## src/rtl/cfg_bank_pkg.sv

```systemverilog
package cfg_bank_pkg;
   localparam int unsigned IDX_SEL = 0;
   localparam int unsigned IDX_PWR = 1;
   localparam int unsigned IDX_PIN = 2;
   localparam int unsigned REG_CNT = 3;

   // select register fields
   localparam int unsigned SEL_FOURDRV = 4;
   // power register fields
   localparam int unsigned PWR_SWDN    = 0;
   localparam int unsigned PWR_OSC     = 1;
   localparam int unsigned PWR_RSVD    = 2;
   localparam int unsigned PWR_IRQ7    = 3;
   localparam int unsigned PWR_TST0    = 4;
   localparam int unsigned PWR_TST1    = 5;
   localparam int unsigned PWR_LOCK    = 6;
   localparam int unsigned PWR_LEVEL   = 7;
   // pin register fields
   localparam int unsigned PIN_RATE    = 0;
   localparam int unsigned PIN_RSVD    = 1;
   localparam int unsigned PIN_MUXEN   = 2;
   localparam int unsigned PIN_FLOAT   = 3;
   localparam int unsigned PIN_XCHG    = 4;

   typedef enum logic [1:0] {
      BASE_3BC  = 2'b00,
      BASE_378  = 2'b01,
      BASE_278  = 2'b10,
      BASE_NONE = 2'b11
   } lpt_base_e;
endpackage

```

## src/rtl/cfg_reg_store.sv

```systemverilog
module cfg_reg_store
   import cfg_bank_pkg::*;
#(
   parameter int unsigned DW   = 8,
   parameter int unsigned IW   = 8,
   parameter int unsigned NREG = REG_CNT
) (
   input  logic                     clk,
   input  logic                     rst_n,
   input  logic                     strap_i,
   input  logic                     wr_i,
   input  logic                     port_i,
   input  logic [DW-1:0]            wdata_i,
   output logic [DW-1:0]            rdata_o,
   output logic [NREG-1:0][DW-1:0]  regs_o,
   output logic [IW-1:0]            idx_o,
   output logic                     lock_o
);
   localparam logic [DW-1:0] ONE = DW'(1);

   if (DW < 8) begin : g_dw_chk
      $error("cfg_reg_store: DW must be at least 8");
   end
   if (IW > DW) begin : g_iw_chk
      $error("cfg_reg_store: IW must not exceed DW");
   end
   if (NREG != REG_CNT) begin : g_nreg_chk
      $error("cfg_reg_store: NREG must match the register map");
   end

   function automatic logic [DW-1:0] keep_mask(int unsigned k);
      logic [DW-1:0] m;
      m = '1;
      if (k == IDX_PWR) m[PWR_RSVD] = 1'b0;
      if (k == IDX_PIN) m[PIN_RSVD] = 1'b0;
      return m;
   endfunction

   logic [IW-1:0] idx_q;
   logic          data_wr;

   assign data_wr = wr_i & port_i & ~lock_o;

   always_ff @(posedge clk) begin
      if (!rst_n)              idx_q <= '0;
      else if (wr_i && !port_i) idx_q <= wdata_i[IW-1:0];
   end

   for (genvar g = 0; g < NREG; g++) begin : g_reg
      logic [DW-1:0] q;
      logic [DW-1:0] rst_val;
      assign rst_val = (g == IDX_PIN) ? (strap_i ? ONE << PIN_RATE : '0) : '0;
      always_ff @(posedge clk) begin
         if (!rst_n)                            q <= rst_val;
         else if (data_wr && idx_q == IW'(g))   q <= wdata_i & keep_mask(g);
      end
      assign regs_o[g] = q;
   end

   assign lock_o = regs_o[IDX_PWR][PWR_LOCK];
   assign idx_o  = idx_q;

   always_comb begin
      rdata_o = '0;
      if (!port_i) begin
         rdata_o[IW-1:0] = idx_q;
      end else begin
         for (int k = 0; k < NREG; k++) begin
            if (idx_q == IW'(k)) rdata_o = regs_o[k];
         end
      end
   end
endmodule

```

## src/rtl/cfg_lpt_route.sv

```systemverilog
module cfg_lpt_route
   import cfg_bank_pkg::*;
#(
   parameter logic [1:0] ROUTE_CODE = BASE_378
) (
   input  logic [1:0] base_i,
   input  logic       irq_sel_i,
   input  logic       mode_i,
   output logic       irq7_o,
   output logic       level_o
);
   always_comb begin
      irq7_o = 1'b0;
      if (base_i == ROUTE_CODE) irq7_o = irq_sel_i;
   end
   assign level_o = mode_i;
endmodule

```

## src/rtl/cfg_drive_swap.sv

```systemverilog
module cfg_drive_swap #(
   parameter int unsigned NDRV    = 2,
   parameter bit          SWAP_EN = 1'b1
) (
   input  logic            swap_i,
   input  logic [NDRV-1:0] ds_i,
   input  logic [NDRV-1:0] mtr_i,
   output logic [NDRV-1:0] ds_o,
   output logic [NDRV-1:0] mtr_o
);
   if (NDRV < 2) begin : g_ndrv_chk
      $error("cfg_drive_swap: NDRV must be at least 2");
   end

   if (SWAP_EN) begin : g_swap
      always_comb begin
         ds_o  = ds_i;
         mtr_o = mtr_i;
         if (swap_i) begin
            ds_o[0]  = ds_i[1];
            ds_o[1]  = ds_i[0];
            mtr_o[0] = mtr_i[1];
            mtr_o[1] = mtr_i[0];
         end
      end
   end else begin : g_pass
      assign ds_o  = ds_i;
      assign mtr_o = mtr_i;
   end
endmodule

```

## src/rtl/cfg_bank_top.sv

```systemverilog
module cfg_bank_top
   import cfg_bank_pkg::*;
#(
   parameter int unsigned DW        = 8,
   parameter int unsigned IW        = 8,
   parameter int unsigned NDRV      = 2,
   parameter int unsigned PMUX_W    = 5,
   parameter logic [PMUX_W-1:0] BLOCK_VAL = 5'b10011,
   parameter bit          BLOCK_EN  = 1'b1,
   parameter bit          SWAP_EN   = 1'b1
) (
   input  logic              clk,
   input  logic              rst_n,
   input  logic              strap_rate_i,
   input  logic              pwrdn_pin_i,
   input  logic              bus_wr_i,
   input  logic              bus_port_i,
   input  logic [DW-1:0]     bus_wdata_i,
   output logic [DW-1:0]     bus_rdata_o,
   input  logic [NDRV-1:0]   fdc_ds_i,
   input  logic [NDRV-1:0]   fdc_mtr_i,
   output logic [NDRV-1:0]   pin_ds_o,
   output logic [NDRV-1:0]   pin_mtr_o,
   input  logic [PMUX_W-1:0] pmux_in_i,
   output logic [PMUX_W-1:0] pmux_in_o,
   output logic              pmux_en_o,
   output logic              pmux_drive_o,
   output logic              clk_stop_o,
   output logic              osc_stop_o,
   output logic [1:0]        uart_test_o,
   output logic              lpt_irq7_o,
   output logic              lpt_level_o,
   output logic              rate_out_o
);
   logic [REG_CNT-1:0][DW-1:0] cfg_regs;
   logic [IW-1:0]              idx_q;
   logic                       lock_q;
   logic [DW-1:0]              sel_r, pwr_r, pin_r;
   logic [1:0]                 lpt_base;
   logic                       xchg_eff;
   logic                       pwr_req;

   cfg_reg_store #(.DW(DW), .IW(IW), .NREG(REG_CNT)) u_store (
      .clk     (clk),
      .rst_n   (rst_n),
      .strap_i (strap_rate_i),
      .wr_i    (bus_wr_i),
      .port_i  (bus_port_i),
      .wdata_i (bus_wdata_i),
      .rdata_o (bus_rdata_o),
      .regs_o  (cfg_regs),
      .idx_o   (idx_q),
      .lock_o  (lock_q)
   );

   assign sel_r    = cfg_regs[IDX_SEL];
   assign pwr_r    = cfg_regs[IDX_PWR];
   assign pin_r    = cfg_regs[IDX_PIN];
   assign lpt_base = sel_r[1:0];

   assign pwr_req     = pwrdn_pin_i | pwr_r[PWR_SWDN];
   assign clk_stop_o  = pwr_req & ~pwr_r[PWR_OSC];
   assign osc_stop_o  = pwr_req &  pwr_r[PWR_OSC];
   assign uart_test_o = {pwr_r[PWR_TST1], pwr_r[PWR_TST0]};

   cfg_lpt_route #(.ROUTE_CODE(BASE_378)) u_route (
      .base_i    (lpt_base),
      .irq_sel_i (pwr_r[PWR_IRQ7]),
      .mode_i    (pwr_r[PWR_LEVEL]),
      .irq7_o    (lpt_irq7_o),
      .level_o   (lpt_level_o)
   );

   assign pmux_en_o    = pin_r[PIN_MUXEN];
   assign pmux_drive_o = ~pin_r[PIN_FLOAT];
   assign rate_out_o   = pin_r[PIN_RATE];

   if (BLOCK_EN) begin : g_block
      assign pmux_in_o = pin_r[PIN_FLOAT] ? BLOCK_VAL : pmux_in_i;
   end else begin : g_noblock
      assign pmux_in_o = pmux_in_i;
   end

   assign xchg_eff = pin_r[PIN_XCHG] & ~sel_r[SEL_FOURDRV];

   cfg_drive_swap #(.NDRV(NDRV), .SWAP_EN(SWAP_EN)) u_swap (
      .swap_i (xchg_eff),
      .ds_i   (fdc_ds_i),
      .mtr_i  (fdc_mtr_i),
      .ds_o   (pin_ds_o),
      .mtr_o  (pin_mtr_o)
   );
endmodule

```

## config.mk

```make
export PLATFORM = sky130hd
export DESIGN_NAME = cfg_bank_top
export DESIGN_NICKNAME = d
export VERILOG_FILES = /design/src/rtl/cfg_bank_pkg.sv /design/src/rtl/cfg_reg_store.sv /design/src/rtl/cfg_lpt_route.sv /design/src/rtl/cfg_drive_swap.sv /design/src/rtl/cfg_bank_top.sv
export SDC_FILE = /design/constraint.sdc
export NUM_CORES = 1
export LEC_CHECK = 0
export BUFFER_PORTS_ARGS = -buffer_cell sky130_fd_sc_hd__buf_2
export CAP_MARGIN = 10
export CORE_ASPECT_RATIO = 0.8
export CORE_UTILIZATION = 50
export DETAILED_ROUTE_END_ITERATION = 12
export HOLD_SLACK_MARGIN = 0.06
export PLACE_DENSITY_LB_ADDON = 0.05
export SLEW_MARGIN = 20
export SYNTH_ARGS = -nofsm -noshare
export SYNTH_HDL_FRONTEND = slang
export SYNTH_SLANG_ARGS = --single-unit
export TNS_END_PERCENT = 5
```

## constraint.sdc

```tcl
create_clock -name clk -period 1.9 [get_ports clk]
set_input_delay 0.19 -clock clk [delete_from_list [all_inputs] [get_ports clk]]
set_output_delay 0.19 -clock clk [all_outputs]
set_load 0.02 [all_outputs]
```

==> Yosys cells after proc, flatten, opt, wreduce, memory -nomap -nowiden <==
Index checks and enable logic that the tools add are counted.
{ "classes": {"n_bitwise": 10, "n_eq_ne": 4, "n_mux": 11, "reduce_logical": 6} }
{ "ops": {"columns": ["operator", "count"], "rows": [
  ["8-bit two-way mux", 6],
  ["8-bit by 1-bit equality test with 1-bit output (second input constant)", 1],
  ["8-bit by 2-bit equality test with 1-bit output (second input constant)", 1],
  ["8-bit logical NOT", 1],
  ["1-bit bitwise AND", 5],
  ["5-bit two-way mux", 1],
  ["1-bit logical AND", 4],
  ["2-bit two-way mux", 2],
  ["1-bit inverter", 4],
  ["2-bit by 1-bit equality test with 1-bit output (second input constant)", 1],
  ["1-bit two-way mux", 2],
  ["2-bit by 1-bit inequality test with 1-bit output (second input constant)", 1],
  ["1-bit logical NOT", 1],
  ["1-bit OR", 1]
]} }
{ "word_totals": {"reg_bits": 31, "wordCells": 35} }

==> Depth between registers and ports, before layout <==
{ "depth": {"ltp_word": 5, "mapped_depth": 5, "ltp_nobuf": 4} }

==> Cells and area by module <==
From an unflattened synthesis, not the netlist that was laid out.
{ "hier_totals": {"cells_unflattened": 170, "hier_area_um2": 1579.0} }
{ "modules_own_cells": {"columns": ["module", "seq_area_each_um2", "instances", "area_each_um2", "cells_each"], "rows": [
  ["cfg_reg_store", 670.6, 1, 1458.9, 155],
  ["cfg_bank_top", 0.0, 1, 58.8, 9],
  ["cfg_drive_swap", 0.0, 1, 45.0, 4],
  ["cfg_lpt_route", 0.0, 1, 16.3, 2]
]} }

==> Worst setup path after synthesis <==
Ideal clock, no wire load.
{ "synth_timing": {"path_type": "flip-flop to output port", "from": "register u_store.idx_q[4], in the netlist u_store.idx_o[4]", "to": "output port bus_rdata_o[1]", "required_time_ns": 1.710, "t_arrival_ns": 1.428, "stages_incl_launch_ff": 4, "path_slack_ns": 0.282, "path_cell_list": "dfxtp_1 -> nor4_4 -> nand2_2 -> o31ai_1"} }
{ "synth_between": {"elab_chain_cells": 5} }
{ "synth_lines": {"columns": ["element", "line_no", "text"], "rows": [
  ["start: declaration", "cfg_reg_store.sv:39", "logic [IW-1:0] idx_q;"],
  ["start signal: assignment", "cfg_reg_store.sv:46", "else if (wr_i && !port_i) idx_q <= wdata_i[IW-1:0];"],
  ["8-bit logical NOT", "cfg_reg_store.sv:69", "if (idx_q == IW'(k)) rdata_o = regs_o[k];"],
  ["8-bit two-way mux (2 in series)", "cfg_reg_store.sv:69", null],
  ["8-bit two-way mux *", "cfg_reg_store.sv:69", null],
  ["8-bit two-way mux *", "cfg_reg_store.sv:65", "if (!port_i) begin"],
  ["end: declaration", "cfg_bank_top.sv:19", "output logic [DW-1:0] bus_rdata_o,"]
]} }
Mark *: on every way between the ends. The rest lies on a longest branch, timed or not.

==> Worst setup path in the final report <==
{ "layout_timing": {"from": "register u_store.idx_q[5], in the netlist u_store.idx_o[5]", "to": "output port bus_rdata_o[4]"} }
Same word-level chain as after synthesis.

==> qor.yml <==
worstPathRequired_ns: 1.71
dieArea_um2: 3210
grt_max_degree: 19
rsz0062_at_grt: "yes"
placed_cells: 247
cts_sinks: 30
wl_per_cell_um: 14.0
fin_crit_sh_pct: 102
swShare_pct: 27.2
r2r_cells: 4
syn_inst: 165
drc: 0
cts_buffer_depth: 2
violations: "negative setup slack"
portBuffers: 48
diodes: 0
p_leak_uw: 0.000906
core-area_um2: 2810
postRouteAntennaNets: 0
vias: 1382
status: "finished with violations"
cp_top_family: "simple AND/OR/NAND/NOR gates"
clkPwrFrac_pct: 35.0
cts_made_buffers: 5
dp_hpwl_um: 2560
postLayoutCoreUtil_pct: 68.1
overflow: 0
synthesis.nets: 188
criticalPathCategory: "reg -> out"
drtIter0Drc: 62
cts_tree: "yes"
die_h_um: 50.9
gp_congestion: 0.783
vias_per_cell: 5.36
setup_viol: 7
slowest_delay_ns: 0.40
crit_fanout: 7
tightest_slew_ns: 0.514
hold_viol: 0
grt_pass1_vias: 1170
finalPower_uw: 1500
endpoint_kind: "primary output"
insertion_delay_ns: 0.29
stdcell_count: 258
slowest_stage: "and4b_2"
grt_usage_pct: 23.4
whs_path_depth: 3
clock.fmax_mhz: 515
syn_to_final_growth_pct: 27.9
totalWireLength_um: 3620
start_util_pct: 53.3
yosys_register_bits: 30
preCtsSetupSlack_ns: 0.198
clk_pin_slew_ns: 0.06
synthArstFlopShare_pct: 0
maxSlewHeadroom_pct: 65.7
syn_avg_cell_area_um2: 9.06
fin_nets: 242
htree_levels: 2
die-width_um: 63.1
ios: 49
finClkSkew_ns: 0.00712
synth_edf_count: 7
power_switching_uw: 410
power_density_nw_per_um2: 786
grt_pass1_wl_um: 5530
antenna_found_initial: 0
row_count: 17
syn_area_um2: 1500
layout-drive-gt1-share_pct: 32.7
maxCapViolations: 0
drt-pass1-iter-count: 4
worstPathArrival_ns: 1.75
start_kind: "flop"
crit_cells: 4
fin_tns_setup_ns: -0.147
ir_worst_vdd_mv: 0.536
fillers: 258
synth_cell_types: 30
critPathBufInv: 1
finalCriticalPeriod_ns: 1.94
ctsHoldBuffers: 0
hold_path.class: "in -> reg"
crit_chain: "nor4_4 -> and4b_2 -> a221o_1 -> buf_6"
p_comb_share_pct: 18.0
ctsRootBufferMaster: "clkbuf_8"
power_frac_seq_pct: 47.0
ys.flop_type: "dfxtp_1"
yosys_warnings: 0
p_int_uw: 1090
fin_ws_ns: -0.0413
slew_viol_final: 0
seq_area_frac_synth_pct: 44.9
## final timing paths
check | start | to | slack (ns)
min reg2reg | u_store.g_reg[0].q[2]$_SDFFE_PN0P_ | u_store.g_reg[0].q[2]$_SDFFE_PN0P_ | 0.46
min | bus_wdata_i[2] | u_store.g_reg[0].q[2]$_SDFFE_PN0P_ | 0.16
max | u_store.idx_o[5]$_SDFFE_PN0P_ | bus_rdata_o[4] | -0.04
max reg2reg | u_store.idx_o[5]$_SDFFE_PN0P_ | u_store.g_reg[2].q[3]$_SDFFCE_PN0P_ | 0.19
## worst reg2reg max path, cell delays in order, from the launching register on
cell     delay [ns]
dfxtp_2        0.34
nor4_4         0.40
nand2_1        0.21
o21ai_1        0.26
buf_4          0.21
## cells in the final DEF, fill, tap and decap left out, types with 2 or more instances in the layout
master / instances
nand3_1: 13
dfxtp_1: 21
mux2i_1: 12
clkbuf_1: 2
a221o_1: 6
nor2_1: 3
edfxtp_1: 7
buf_6: 3
inv_1: 8
buf_2: 41
clkbuf_8: 6
nand2_1: 25
o21ai_1: 14
nor3_1: 6
o22ai_1: 6
nor2b_1: 15
dfxtp_2: 2
or2_1: 4
buf_4: 13
## cells in the mapped netlist, drive strengths merged, types with 2 or more instances
master / instances / area [um^2]
edfxtp: 7 / 210
nor3: 6 / 30.0
mux2i: 12 / 120
nand3: 13 / 65.1
buf: 8 / 56.3
nand2: 25 / 96.4
nor2: 3 / 11.3
or2: 4 / 25.0
nor3b: 2 / 20.0
o22ai: 6 / 37.5
dfxtp: 23 / 460
a221o: 6 / 60.1
o21ai: 14 / 70.1
clkbuf: 3 / 11.3
nor2b: 15 / 93.8
inv: 9 / 33.8
## power groups by stage
stage / combinational (uW) / clock [uW] / sequential [uW]
5_1_grt: 292 / 566 / 709
6_report: 271 / 527 / 706
2_1_floorplan: 165 / 0 / 716
3_3_place_gp: 245 / 0 / 717
3_5_place_dp: 251 / 0 / 718
4_1_cts: 265 / 532 / 705
## state kept, by name (all words and copies together), names as in the netlist
name / count
u_store.idx_o: 8
u_store.g.q: 22
## cells by family after synthesis
group | after synthesis | share of synthesized area (%)
compound gates | 29 | 12.7
mux | 12 | 8.03
flops | 30 | 44.9
buf+inv | 20 | 6.78
simple gates | 74 | 27.6
## cell type report
class                      instances  area (um^2)  area share, %
clock buffer                       8         90.1           4.71
multi-input combinational        116          731           38.2
timing repair buffer              57          337           17.6
sequential                        30          673           35.2
inverter                           9         33.8           1.77
tap                               38         47.5           2.49
## per-layer routing
metal,part of all wire (%),wire length (um),GRT usage [%]
met1,48,1740,30.1
met2,45,1640,36.7
met3,5.8,210,8.48
met4,0.80,29,6.98
met5,0,0,0
## stage by stage
stage | hold WS, ns | area (um^2)
2_1_floorplan | 0.335 | 1500
3_3_place_gp | 0.444 | 1770
3_5_place_dp | 0.452 | 1770
4_1_cts | 0.169 | 1900
5_1_grt | 0.184 | 1910
6_report | 0.164 | 1910
## timing repair
| action | 4_1_cts | 5_1_grt |
|---|---|---|
| gates resized for setup | 12 | 2 |
| buffers inserted | 1 | 1 |
| pin swaps | 8 | 2 |
| endpoints found under the setup margin | 7 | 8 |
| gates cloned | 1 | 0 |
(Power assumes the default switching activity.)
